$ cat src/rtl/vic_pkg.sv
package vic_pkg;
  localparam int VEC_W    = 8;
  localparam int LVL_W    = 9;
  localparam int DEV_BASE = 32;
  localparam logic [VEC_W-1:0] SPURIOUS = 8'hFF;
  localparam logic [LVL_W-1:0] LVL_NONE = 9'd256;
endpackage

$ cat src/rtl/vic_first_set.sv
module vic_first_set #(
  parameter int W  = 8,
  parameter int IW = (W > 1) ? $clog2(W) : 1
) (
  input  logic [W-1:0]  bits,
  output logic          hit,
  output logic [IW-1:0] idx
);
  // Lowest set index wins: the downward scan keeps overwriting, so the last write is the lowest index.
  always_comb begin
    hit = 1'b0;
    idx = '0;
    for (int i = W - 1; i >= 0; i--) begin
      if (bits[i]) begin
        hit = 1'b1;
        idx = IW'(i);
      end
    end
  end
endmodule

$ cat src/rtl/vic_level_stack.sv
module vic_level_stack #(
  parameter int DEPTH = 4,
  parameter int W     = 8
) (
  input  logic         clk,
  input  logic         rst_n,
  input  logic         push,
  input  logic [W-1:0] push_lvl,
  input  logic         pop,
  output logic [W-1:0] top_lvl,
  output logic         empty,
  output logic         full
);
  localparam int CW = $clog2(DEPTH + 1);
  localparam int AW = (DEPTH > 1) ? $clog2(DEPTH) : 1;

  logic [W-1:0]  slots [DEPTH];
  logic [CW-1:0] cnt;
  logic [AW-1:0] wr_ptr, rd_ptr;

  assign empty  = (cnt == '0);
  assign full   = (cnt == CW'(DEPTH));
  assign wr_ptr = AW'(cnt);
  assign rd_ptr = AW'(cnt - CW'(1));
  assign top_lvl = empty ? '0 : slots[rd_ptr];

  always_ff @(posedge clk or negedge rst_n) begin
    if (!rst_n) begin
      cnt <= '0;
      for (int i = 0; i < DEPTH; i++) slots[i] <= '0;
    end else if (push && !full) begin
      slots[wr_ptr] <= push_lvl;
      cnt <= cnt + CW'(1);
    end else if (pop && !empty) begin
      cnt <= cnt - CW'(1);
    end
  end
endmodule

$ cat src/rtl/vectored_irq_ctrl.sv
module vectored_irq_ctrl #(
  parameter int NMI_N = 4,
  parameter int DEV_N = 8,
  parameter int DEPTH = 4
) (
  input  logic             clk,
  input  logic             rst_n,
  input  logic [NMI_N-1:0] nmi_req,
  input  logic [DEV_N-1:0] dev_req,
  input  logic             mask_en,
  output logic             irq,
  input  logic             ack,
  input  logic             eoi,
  output logic             vec_valid,
  output logic [7:0]       vec
);
  import vic_pkg::*;

  localparam int NIW = (NMI_N > 1) ? $clog2(NMI_N) : 1;
  localparam int DIW = (DEV_N > 1) ? $clog2(DEV_N) : 1;

  logic [VEC_W-1:0] top_lvl, win_vec;
  logic             stk_empty, stk_full;
  logic [LVL_W-1:0] thr;
  logic [NMI_N-1:0] nmi_elig;
  logic [DEV_N-1:0] dev_elig;
  logic             nmi_hit, dev_hit, have_win;
  logic [NIW-1:0]   nmi_idx;
  logic [DIW-1:0]   dev_idx;
  logic             do_push, do_pop;

  // Threshold: only vectors strictly below it may be served
  assign thr = stk_empty ? LVL_NONE : {1'b0, top_lvl};

  for (genvar i = 0; i < NMI_N; i++) begin : g_nmi
    assign nmi_elig[i] = nmi_req[i] && !stk_full && (LVL_W'(i) < thr);
  end

  for (genvar j = 0; j < DEV_N; j++) begin : g_dev
    assign dev_elig[j] = dev_req[j] && !stk_full && !mask_en &&
                         (LVL_W'(DEV_BASE + j) < thr);
  end

  vic_first_set #(.W(NMI_N), .IW(NIW)) u_nmi_pick (
    .bits(nmi_elig), .hit(nmi_hit), .idx(nmi_idx)
  );

  vic_first_set #(.W(DEV_N), .IW(DIW)) u_dev_pick (
    .bits(dev_elig), .hit(dev_hit), .idx(dev_idx)
  );

  assign have_win = nmi_hit || dev_hit;
  assign win_vec  = nmi_hit ? VEC_W'(nmi_idx)
                            : VEC_W'(DEV_BASE) + VEC_W'(dev_idx);
  assign irq      = have_win;
  assign do_push  = ack && have_win;
  assign do_pop   = eoi && !ack;

  vic_level_stack #(.DEPTH(DEPTH), .W(VEC_W)) u_levels (
    .clk(clk), .rst_n(rst_n),
    .push(do_push), .push_lvl(win_vec), .pop(do_pop),
    .top_lvl(top_lvl), .empty(stk_empty), .full(stk_full)
  );

  always_ff @(posedge clk or negedge rst_n) begin
    if (!rst_n) begin
      vec_valid <= 1'b0;
      vec       <= SPURIOUS;
    end else begin
      vec_valid <= ack;
      if (ack) vec <= have_win ? win_vec : SPURIOUS;
    end
  end
endmodule

$ cat config.mk
export PLATFORM = sky130hd
export DESIGN_NAME = vectored_irq_ctrl
export DESIGN_NICKNAME = d
export VERILOG_FILES = /design/src/rtl/vic_pkg.sv /design/src/rtl/vic_first_set.sv /design/src/rtl/vic_level_stack.sv /design/src/rtl/vectored_irq_ctrl.sv
export SDC_FILE = /design/constraint.sdc
export NUM_CORES = 1
export LEC_CHECK = 0
export ABC_CLOCK_PERIOD_IN_PS = 7700
export BUFFER_PORTS_ARGS = -buffer_cell sky130_fd_sc_hd__buf_2
export CAP_MARGIN = 10
export CORE_ASPECT_RATIO = 2
export CORE_MARGIN = 5
export CORE_UTILIZATION = 48
export CTS_CLUSTER_DIAMETER = 60
export DETAILED_ROUTE_END_ITERATION = 8
export PLACE_DENSITY = 0.76
export SLEW_MARGIN = 40
export SYNTH_ARGS = -nofsm -noshare
export SYNTH_HDL_FRONTEND = slang
export SYNTH_SLANG_ARGS = --single-unit
$ cat constraint.sdc
create_clock -name clk -period 7.7 [get_ports clk]
set_input_delay 1.54 -clock clk [delete_from_list [all_inputs] [get_ports clk]]
set_output_delay 1.54 -clock clk [all_outputs]
set_load 0.05 [all_outputs]
==> impl_metrics.toml, run 1 <==
[routing]
viasPerCell = 6.386
drtIter0Drc = 45
dr.pass1.iters = 4
drcViolationCount = 0
vias = 1290
wirelength_um = 3791
wl_per_cell_um = 18.77
ant_nets = 0

[cts]
holdBufCountCts = 0
post-cts-setup-buffers = 0
cts_root_buf = "clkbuf_8"
clk_latency_ns = 0.27
htreeDepth = 1
numCtsBuffers = 3
cts_resized = 0
cts_buffer_depth = 2
cts.sinks = 25
cts_tree = "yes"
clk_pin_slew_worst_paths_ns = 0.08

[placed_design]
portBuffers = 26
gp_congestion = 0.9282
dpl.hpwl_um = 2972

[worst_setup_path]
crit_chain = "inv_1, ha_1, mux4_1, a2111o_1, a22oi_1, a32o_2, nand4_2, buf_2"
critPathTopFamily = "compound AO/OA/AOI/OAI gates"
crit_path_max_incr_delay_ns = 0.57
r2r_end = "u_levels.slots[25]"
crit_start = "u_levels.cnt[0]"
critPathKind = "reg2out"
path_depth = 8
crit_path_start_kind = "flip-flop"
cp_slowest_cell = "dfrtp_1"
critPathBufInv = 2
critPathRequiredTime_ns = 6.16
crit_arrival_ns = 3.48
critPathCapture = "irq"
crit_path_end_kind = "output pin"
rrSetupSlack_ns = 4.02
cp_max_fo = 12
r2r-start = "u_levels.cnt[0]"
reg2reg_depth = 9

[synth]
syn_area_um2 = 1603
ys_warn_count = 0
synth_edf_count = 0
synthFlopType = "dfrtp_1"
synth_cells = 151
async_flop_share = 1.000
synth.avg_cell_area_um2 = 10.61
synth_nets = 173
synth-seq-cells = 25
ys_seq_area_frac = 0.3942
synth.distinct_cells = 49

[finish]
post_route_cells_drive_above_1_share = 0.3333
diodes = 0
post-route-util = 0.5498
fill_cells = 287
final_nets = 194
area_growth_pct = 9.524

[sta]
relSlewSlack = 0.5199
tightest_slew_ns = 0.7186
finalMaxSlewViolations = 0
clock_skew_ns = 0.005513
min_period_ns = 5.017
setup_viol = 0
fmax_ghz = 0.1993
finalCritPeriodShare = 0.6515
setup_tns_ns = 0
hold_violations = 0
rsz0062_at_grt = "false"

[outcome]
status = "completed"

[floorplan]
row_count = 29
dieArea_um2 = 4665
initial_core_util = 0.5020
io_pins = 27
chipHeight_um = 91.72
dieWidth_um = 50.86
coreArea_um2 = 3193

[flow_run]
drv_cap = 0

[grt]
grt_pass1_vias = 1388
grt_pass1_wl_um = 6127
antenna_found_initial = 0
grt_usage = 0.1653
grt.overflow.total = 0
grt_max_degree = 26

[worst_hold_path]
hold_class = "reg2reg"
[layout by cell type, fill, tap and decap left out, drive strengths merged, types with 5 or more instances in the layout]
master | netlist | routed
a21oi | 7 | 7
buf | 6 | 26
dfrtp | 20 | 20
dfstp | 5 | 5
ha | 5 | 5
inv | 7 | 7
mux2 | 13 | 13
nand2 | 16 | 16
nand3 | 6 | 6
nor2 | 5 | 5
o21ai | 7 | 7
o22a | 7 | 7
[area by class of cell]
cell class | count | area [um^2] | area share
clock buffers | 3 | 41.29 | 0.02352
clock inverters | 1 | 7.507 | 0.004277
inverters | 7 | 26.28 | 0.01497
multi-input cells | 109 | 879.6 | 0.5011
flip-flops and latches | 25 | 631.9 | 0.3599
well taps | 31 | 38.79 | 0.02210
repair buffers | 26 | 130.1 | 0.07413
[worst register-to-register path, delay by kind of cell, from the launching register on]
family	cells	cell delay, ns
DFF	1	0.57
buffers and inverters	1	0.15
AOI/OAI and AO/OA	4	1.32
and+or+nand+nor	1	0.20
adders and majority gates	1	0.45
muxes	2	0.88
[routing by layer]
metal / routed length (um) / track usage / up-vias
met5: 0 / 0 / -
li1: - / - / 606
met1: 1382 / 0.1733 / 605
met4: 246 / 0.1151 / 0
met2: 1974 / 0.2842 / 56
met3: 187 / 0.02760 / 23
[synth_stat cells, drive strengths merged (5+ instances only)]
cell    n  area, um^2
nand3   6       30.03
mux2   13       146.4
dfstp   5       131.4
nand2  16       60.06
buf     6       50.04
a21oi   7       38.79
nor2    5       18.77
dfrtp  20       500.5
o22a    7       61.31
o21ai   7       35.03
ha      5       62.56
inv     7       26.28
[kinds of logic after synthesis]
group | Yosys count | share of synthesized area
muxes | 17 | 0.1499
and+or+nand+nor | 41 | 0.1327
buffers and inverters | 17 | 0.05698
AOI/OAI and AO/OA | 44 | 0.2162
xor gates and xnor gates | 2 | 0.01093
DFF | 25 | 0.3942
adders and majority gates | 5 | 0.03903
[state kept, by name, indices dropped and copies added, names as in the netlist]
signal	count
vec_valid	1
vec	5
u_levels.slots	16
u_levels.cnt	3
[worst min path at each step]
stage | start | to | slack [ns] | cells after the start
after global placement | u_levels.slots[29] | u_levels.slots[29] | 0.47 | 1
after detailed placement | u_levels.slots[29] | u_levels.slots[29] | 0.48 | 1
after floorplan | u_levels.slots[18] | u_levels.slots[18] | 0.45 | 1
final | vec[6] | vec[6] | 0.50 | 2
after CTS | vec[6] | vec[6] | 0.50 | 2
after global routing | vec[6] | vec[6] | 0.52 | 2
[per-stage QoR]
stage	worst slack, ns	hold WS, ns	instances	area (um^2)
floorplan	3.362	0.4546	151	1603
global placement	2.995	0.4738	198	1707
detailed placement	2.859	0.4838	198	1707
CTS	2.691	0.5014	202	1755
global route	2.478	0.5168	202	1755
finish	2.683	0.4958	202	1755
Power of run 1 is left out: the tool's default activity adds up to more than one toggle a clock period on the data nets, which glitch-free logic cannot reach.
==> run 2, diff against run 1 <==
--- a/config.mk
+++ b/config.mk
@@ -5,7 +5,7 @@
 export SDC_FILE = /design/constraint.sdc
 export NUM_CORES = 1
 export LEC_CHECK = 0
-export ABC_CLOCK_PERIOD_IN_PS = 7700
+export ABC_CLOCK_PERIOD_IN_PS = 5100
 export BUFFER_PORTS_ARGS = -buffer_cell sky130_fd_sc_hd__buf_2
 export CAP_MARGIN = 10
 export CORE_ASPECT_RATIO = 2
==> constraint.sdc (replaced) <==
create_clock -name clk -period 5.1 [get_ports clk]
set_input_delay 1.02 -clock clk [delete_from_list [all_inputs] [get_ports clk]]
set_output_delay 1.02 -clock clk [all_outputs]
set_load 0.05 [all_outputs]
==> impl_metrics.toml, run 2 (synthesis gave the netlist of run 1 again) <==
[finish]
regArea_um2 = 631.9
fill_cells = 299
final_area_um2 = 1753
post_route_cells_drive_above_1_share = 0.3333
multi_input_area_um2 = 879.6
layout_common_cells = "buf_2, dfrtp_1, nand2_1"
final_nets = 194
top_regs = "u_levels.slots (16), vec (5), u_levels.cnt (3)"
diodes = 0
area_growth_pct = 9.368
layout_commonest_cell = "buf_2"
largest_register = "u_levels.slots"
largest_reg_flops = 16

[floorplan]
row_count = 29
dieWidth_um = 50.86
coreArea_um2 = 3193
initial_core_util = 0.5020
io_pins = 27
chipHeight_um = 91.72
dieArea_um2 = 4665

[sta]
setup_tns_ns = 0
finalCritPeriodShare = 0.8783
finalMaxSlewViolations = 0
relSlewSlack = 0.4750
setup_viol = 0
clock_skew_ns = 0.001615
fmax_ghz = 0.2232
min_period_ns = 4.479
hold_violations = 0
tightest_slew_ns = 0.7858
rsz0062_at_grt = "false"

[worst_setup_path]
critPathTopFamily = "compound AO/OA/AOI/OAI gates"
crit_path_max_incr_delay_ns = 0.57
crit_chain = "inv_1, ha_1, mux4_1, a2111o_1, a22oi_1, a32o_2, nand4_2, buf_2"
critPathKind = "reg2out"
critPathBufInv = 2
critPathRequiredTime_ns = 4.08
cp_max_fo = 12
crit_path_start_kind = "flip-flop"
crit_path_end_kind = "output pin"
crit_arrival_ns = 3.46
cp_slowest_cell = "dfrtp_1"

[grt]
grt_pass1_wl_um = 5927
grt_max_degree = 26
grt.overflow.total = 0
grt_usage = 0.1620
antenna_found_initial = 0
grt_pass1_vias = 1315

[routing]
wl_per_cell_um = 18.46
viasPerCell = 6.376
drcViolationCount = 0
wirelength_um = 3729
ant_nets = 0
vias = 1288
dr.pass1.iters = 4
drtIter0Drc = 37

[cts]
holdBufCountCts = 0
htreeDepth = 1
post-cts-setup-buffers = 0
clk_latency_ns = 0.26
cts_tree = "yes"
cts_buffer_depth = 2
numCtsBuffers = 3
clk_pin_slew_worst_paths_ns = 0.08
cts_root_buf = "clkbuf_8"
cts.sinks = 25
cts_resized = 0

[flow_run]
drv_cap = 0

[placed_design]
dpl.hpwl_um = 3029
gp_congestion = 0.8391
portBuffers = 26
place_area_um2 = 1707

[outcome]
status = "completed"

[worst_hold_path]
hold_class = "reg2reg"
run 2: changes by cell type in the layout (fill, tap and decap cells not counted), sizes merged:
cell      change
clkinvlp      -1
clkinv        +1
run 2: worst register-to-register path, stage by stage, from the launching register on:
cell,delay [ns]
dfrtp_1,0.57
inv_1,0.15
ha_1,0.44
mux4_1,0.53
a2111o_1,0.45
a22oi_1,0.21
a32o_2,0.33
nand4_2,0.23
nand3_1,0.26
mux2_2,0.36
run 2: layout make-up:
cell class                 instances  area share
sequential                        25      0.3605
clock buffer                       3     0.02355
inverter                           7     0.01499
clock inverter                     1    0.002855
timing repair buffer              26     0.07423
multi-input combinational        109      0.5018
tap                               31     0.02213
run 2: path summary, 6_finish.rpt:
kind,to,depth (start not counted),start,slack [ns]
worst max register to register,u_levels.slots[1],9,u_levels.cnt[0],1.46
max in group asynchronous,vec[1],1,rst_n,4.01
worst max-delay path,irq,8,u_levels.cnt[0],0.62
worst min register to register,vec[6],2,vec[6],0.49
worst min-delay path,vec[6],2,vec[6],0.49
min in group asynchronous,u_levels.slots[18],1,rst_n,0.73
run 2: metrics by stage:
| step | cells | util | hold slack [ns] | setup slack (ns) |
|---|---|---|---|---|
| global route | 202 | 0.5490 | 0.5206 | 0.4101 |
| floorplan | 151 | - | 0.4546 | 1.355 |
| detailed placement | 198 | 0.5345 | 0.4846 | 0.9424 |
| global placement | 198 | 0.5345 | 0.4739 | 1.066 |
| CTS | 202 | 0.5490 | 0.4990 | 0.6383 |
| finish | 202 | 0.5490 | 0.4914 | 0.6205 |
run 2: layer usage:
layer | global-route usage | routed length (um) | vias up
met3 | 0.02435 | 173 | 21
met2 | 0.2832 | 1941 | 56
met5 | 0 | 0 | -
li1 | - | - | 604
met4 | 0.1258 | 263 | 0
met1 | 0.1606 | 1351 | 607
Power of run 2 is left out for the same reason.
==> run 3, diff against run 2 <==
--- a/config.mk
+++ b/config.mk
@@ -5,6 +5,7 @@
 export SDC_FILE = /design/constraint.sdc
 export NUM_CORES = 1
 export LEC_CHECK = 0
+export ABC_AREA = 1
 export ABC_CLOCK_PERIOD_IN_PS = 5100
 export BUFFER_PORTS_ARGS = -buffer_cell sky130_fd_sc_hd__buf_2
 export CAP_MARGIN = 10
@@ -13,7 +14,8 @@
 export CORE_UTILIZATION = 48
 export CTS_CLUSTER_DIAMETER = 60
 export DETAILED_ROUTE_END_ITERATION = 8
-export PLACE_DENSITY = 0.76
+export PLACE_DENSITY = 0.75
+export RECOVER_POWER = 100
 export SLEW_MARGIN = 40
 export SYNTH_ARGS = -nofsm -noshare
 export SYNTH_HDL_FRONTEND = slang
==> impl_metrics.toml, run 3 <==
[cts]
clk_pin_slew_worst_paths_ns = 0.08
cts_tree = "yes"
cts_root_buf = "clkbuf_8"
htreeDepth = 1
numCtsBuffers = 3
clk_latency_ns = 0.27
cts_buffer_depth = 2
holdBufCountCts = 0
post-cts-setup-buffers = 0
cts_resized = 0
cts.sinks = 25

[routing]
dr.pass1.iters = 4
ant_nets = 0
drtIter0Drc = 34
drcViolationCount = 0
vias = 1583
wirelength_um = 4461
viasPerCell = 5.009
wl_per_cell_um = 14.12

[grt]
grt_pass1_vias = 1566
antenna_found_initial = 0
grt_pass1_wl_um = 6996
grt_usage = 0.1940
grt.overflow.total = 0
grt_max_degree = 26

[worst_setup_path]
critPathBufInv = 3
critPathKind = "reg2out"
critPathRequiredTime_ns = 4.08
rrSetupSlack_ns = 1.48
crit_path_end_kind = "output pin"
cp_max_fo = 13
critPathTopFamily = "simple AND/OR/NAND/NOR gates"
crit_top_cell = "nand2_1"
crit_path_max_incr_delay_ns = 0.58
crit_arrival_ns = 3.22
cp_slowest_cell = "dfrtp_1"
crit_chain = "inv_1, ha_1, inv_1, nand3_1, nand2_1, nand2_1, nor2_1, nand2_1, nand3_2, nand2_2, nor2_1, nand3_1, buf_2"
crit_path_start_kind = "flip-flop"

[floorplan]
coreArea_um2 = 3607
row_count = 31
chipHeight_um = 95.83
dieArea_um2 = 5071
dieWidth_um = 52.92
io_pins = 27
initial_core_util = 0.4901

[synth]
synth.avg_cell_area_um2 = 7.306
synth.distinct_cells = 29
synth-seq-cells = 25
synth_commonest_cells = "nand2_1, dfrtp_1, nand3_1, nor2_1, inv_1"
synth_most_common_cell = "nand2_1"
async_flop_share = 1.000
synthTopCellsByArea = "dfrtp_1, nand2_1, dfstp_2"
netlist.area_leader.share = 0.2831
ys_warn_count = 0
synth_cells = 242
synth_nets = 264
ys_seq_area_frac = 0.3574
synth_edf_count = 0
syn_area_um2 = 1768
synth_largest_area_cell = "dfrtp_1"
synthFlopType = "dfrtp_1"

[finish]
final_nets = 290
top_regs = "u_levels.slots (16), vec (5), u_levels.cnt (3)"
post-route-util = 0.5140
post_route_cells_drive_above_1_share = 0.1723
diodes = 0
layout_commonest_cell = "nand2_1"
largest_register = "u_levels.slots"
fill_cells = 411
layout_common_cells = "nand2_1, nand3_1, nor2_1, dfrtp_1, inv_1"
largest_reg_flops = 16
area_growth_pct = 4.883

[outcome]
status = "completed"

[placed_design]
gp_congestion = 0.8926
dpl.hpwl_um = 3689
portBuffers = 26

[sta]
min_period_ns = 4.239
finalCritPeriodShare = 0.8312
fmax_ghz = 0.2359
finalMaxSlewViolations = 0
tightest_slew_ns = 1.351
hold_violations = 0
setup_tns_ns = 0
rsz0062_at_grt = "false"
setup_viol = 0
clock_skew_ns = 0.001587
relSlewSlack = 0.09924

[flow_run]
drv_cap = 0

[worst_hold_path]
hold_class = "reg2reg"
==> run 3: metrics by stage <==
step,hold WS (ns),setup slack [ns],instances,instance area (um^2)
detailed placement,0.4650,1.546,312,1918
finish,0.4864,0.8607,316,1854
global route,0.5072,0.5009,316,1854
CTS,0.4874,1.245,316,1963
global placement,0.4672,1.613,312,1918
floorplan,0.4488,2.142,242,1768
==> run 3: cell families (layout without fill, tap and decap cells) <==
group	Yosys count	count (layout)	share of synthesized area
AND/OR/NAND/NOR	163	163	0.4572
buffers and inverters	30	55	0.08068
flip-flops	25	25	0.3574
AO/OA/AOI/OAI	16	16	0.05449
adder cells (fa/ha/maj)	5	5	0.03539
XOR/XNOR	3	3	0.01486
==> run 3: tightest hold or removal path, stage by stage (launching register included) <==
cell and delay, ns:
dfrtp_1 0.35, nand2_1 0.06, nand2_1 0.05
==> run 3: path summary, 6_finish.rpt <==
path | start | end | cells past startpoint
min in group asynchronous | rst_n | u_levels.slots[21] | 1
hold reg to reg | u_levels.slots[0] | u_levels.slots[0] | 2
hold / removal | u_levels.slots[0] | u_levels.slots[0] | 2
max in group asynchronous | rst_n | vec_valid | 1
setup / recovery | u_levels.cnt[0] | irq | 13
setup reg to reg | u_levels.cnt[0] | u_levels.slots[18] | 16
==> run 3: cell type report <==
type / count / area, um^2 / share of cell area
repair buffers: 26 / 116.4 / 0.06275
flip-flops and latches: 25 / 631.9 / 0.3408
well taps: 49 / 61.31 / 0.03306
multi-input cells: 187 / 898.4 / 0.4845
inverters: 25 / 101.3 / 0.05466
clock buffers: 4 / 45.04 / 0.02429
==> run 3: metal layers <==
metal,vias to the layer above,routed length (um),global-route usage
li1,804,-,-
met1,732,1570,0.1827
met2,34,2548,0.3766
met3,13,130,0.01860
met4,0,212,0.1194
met5,-,0,0
Power of run 3 is left out for the same reason.
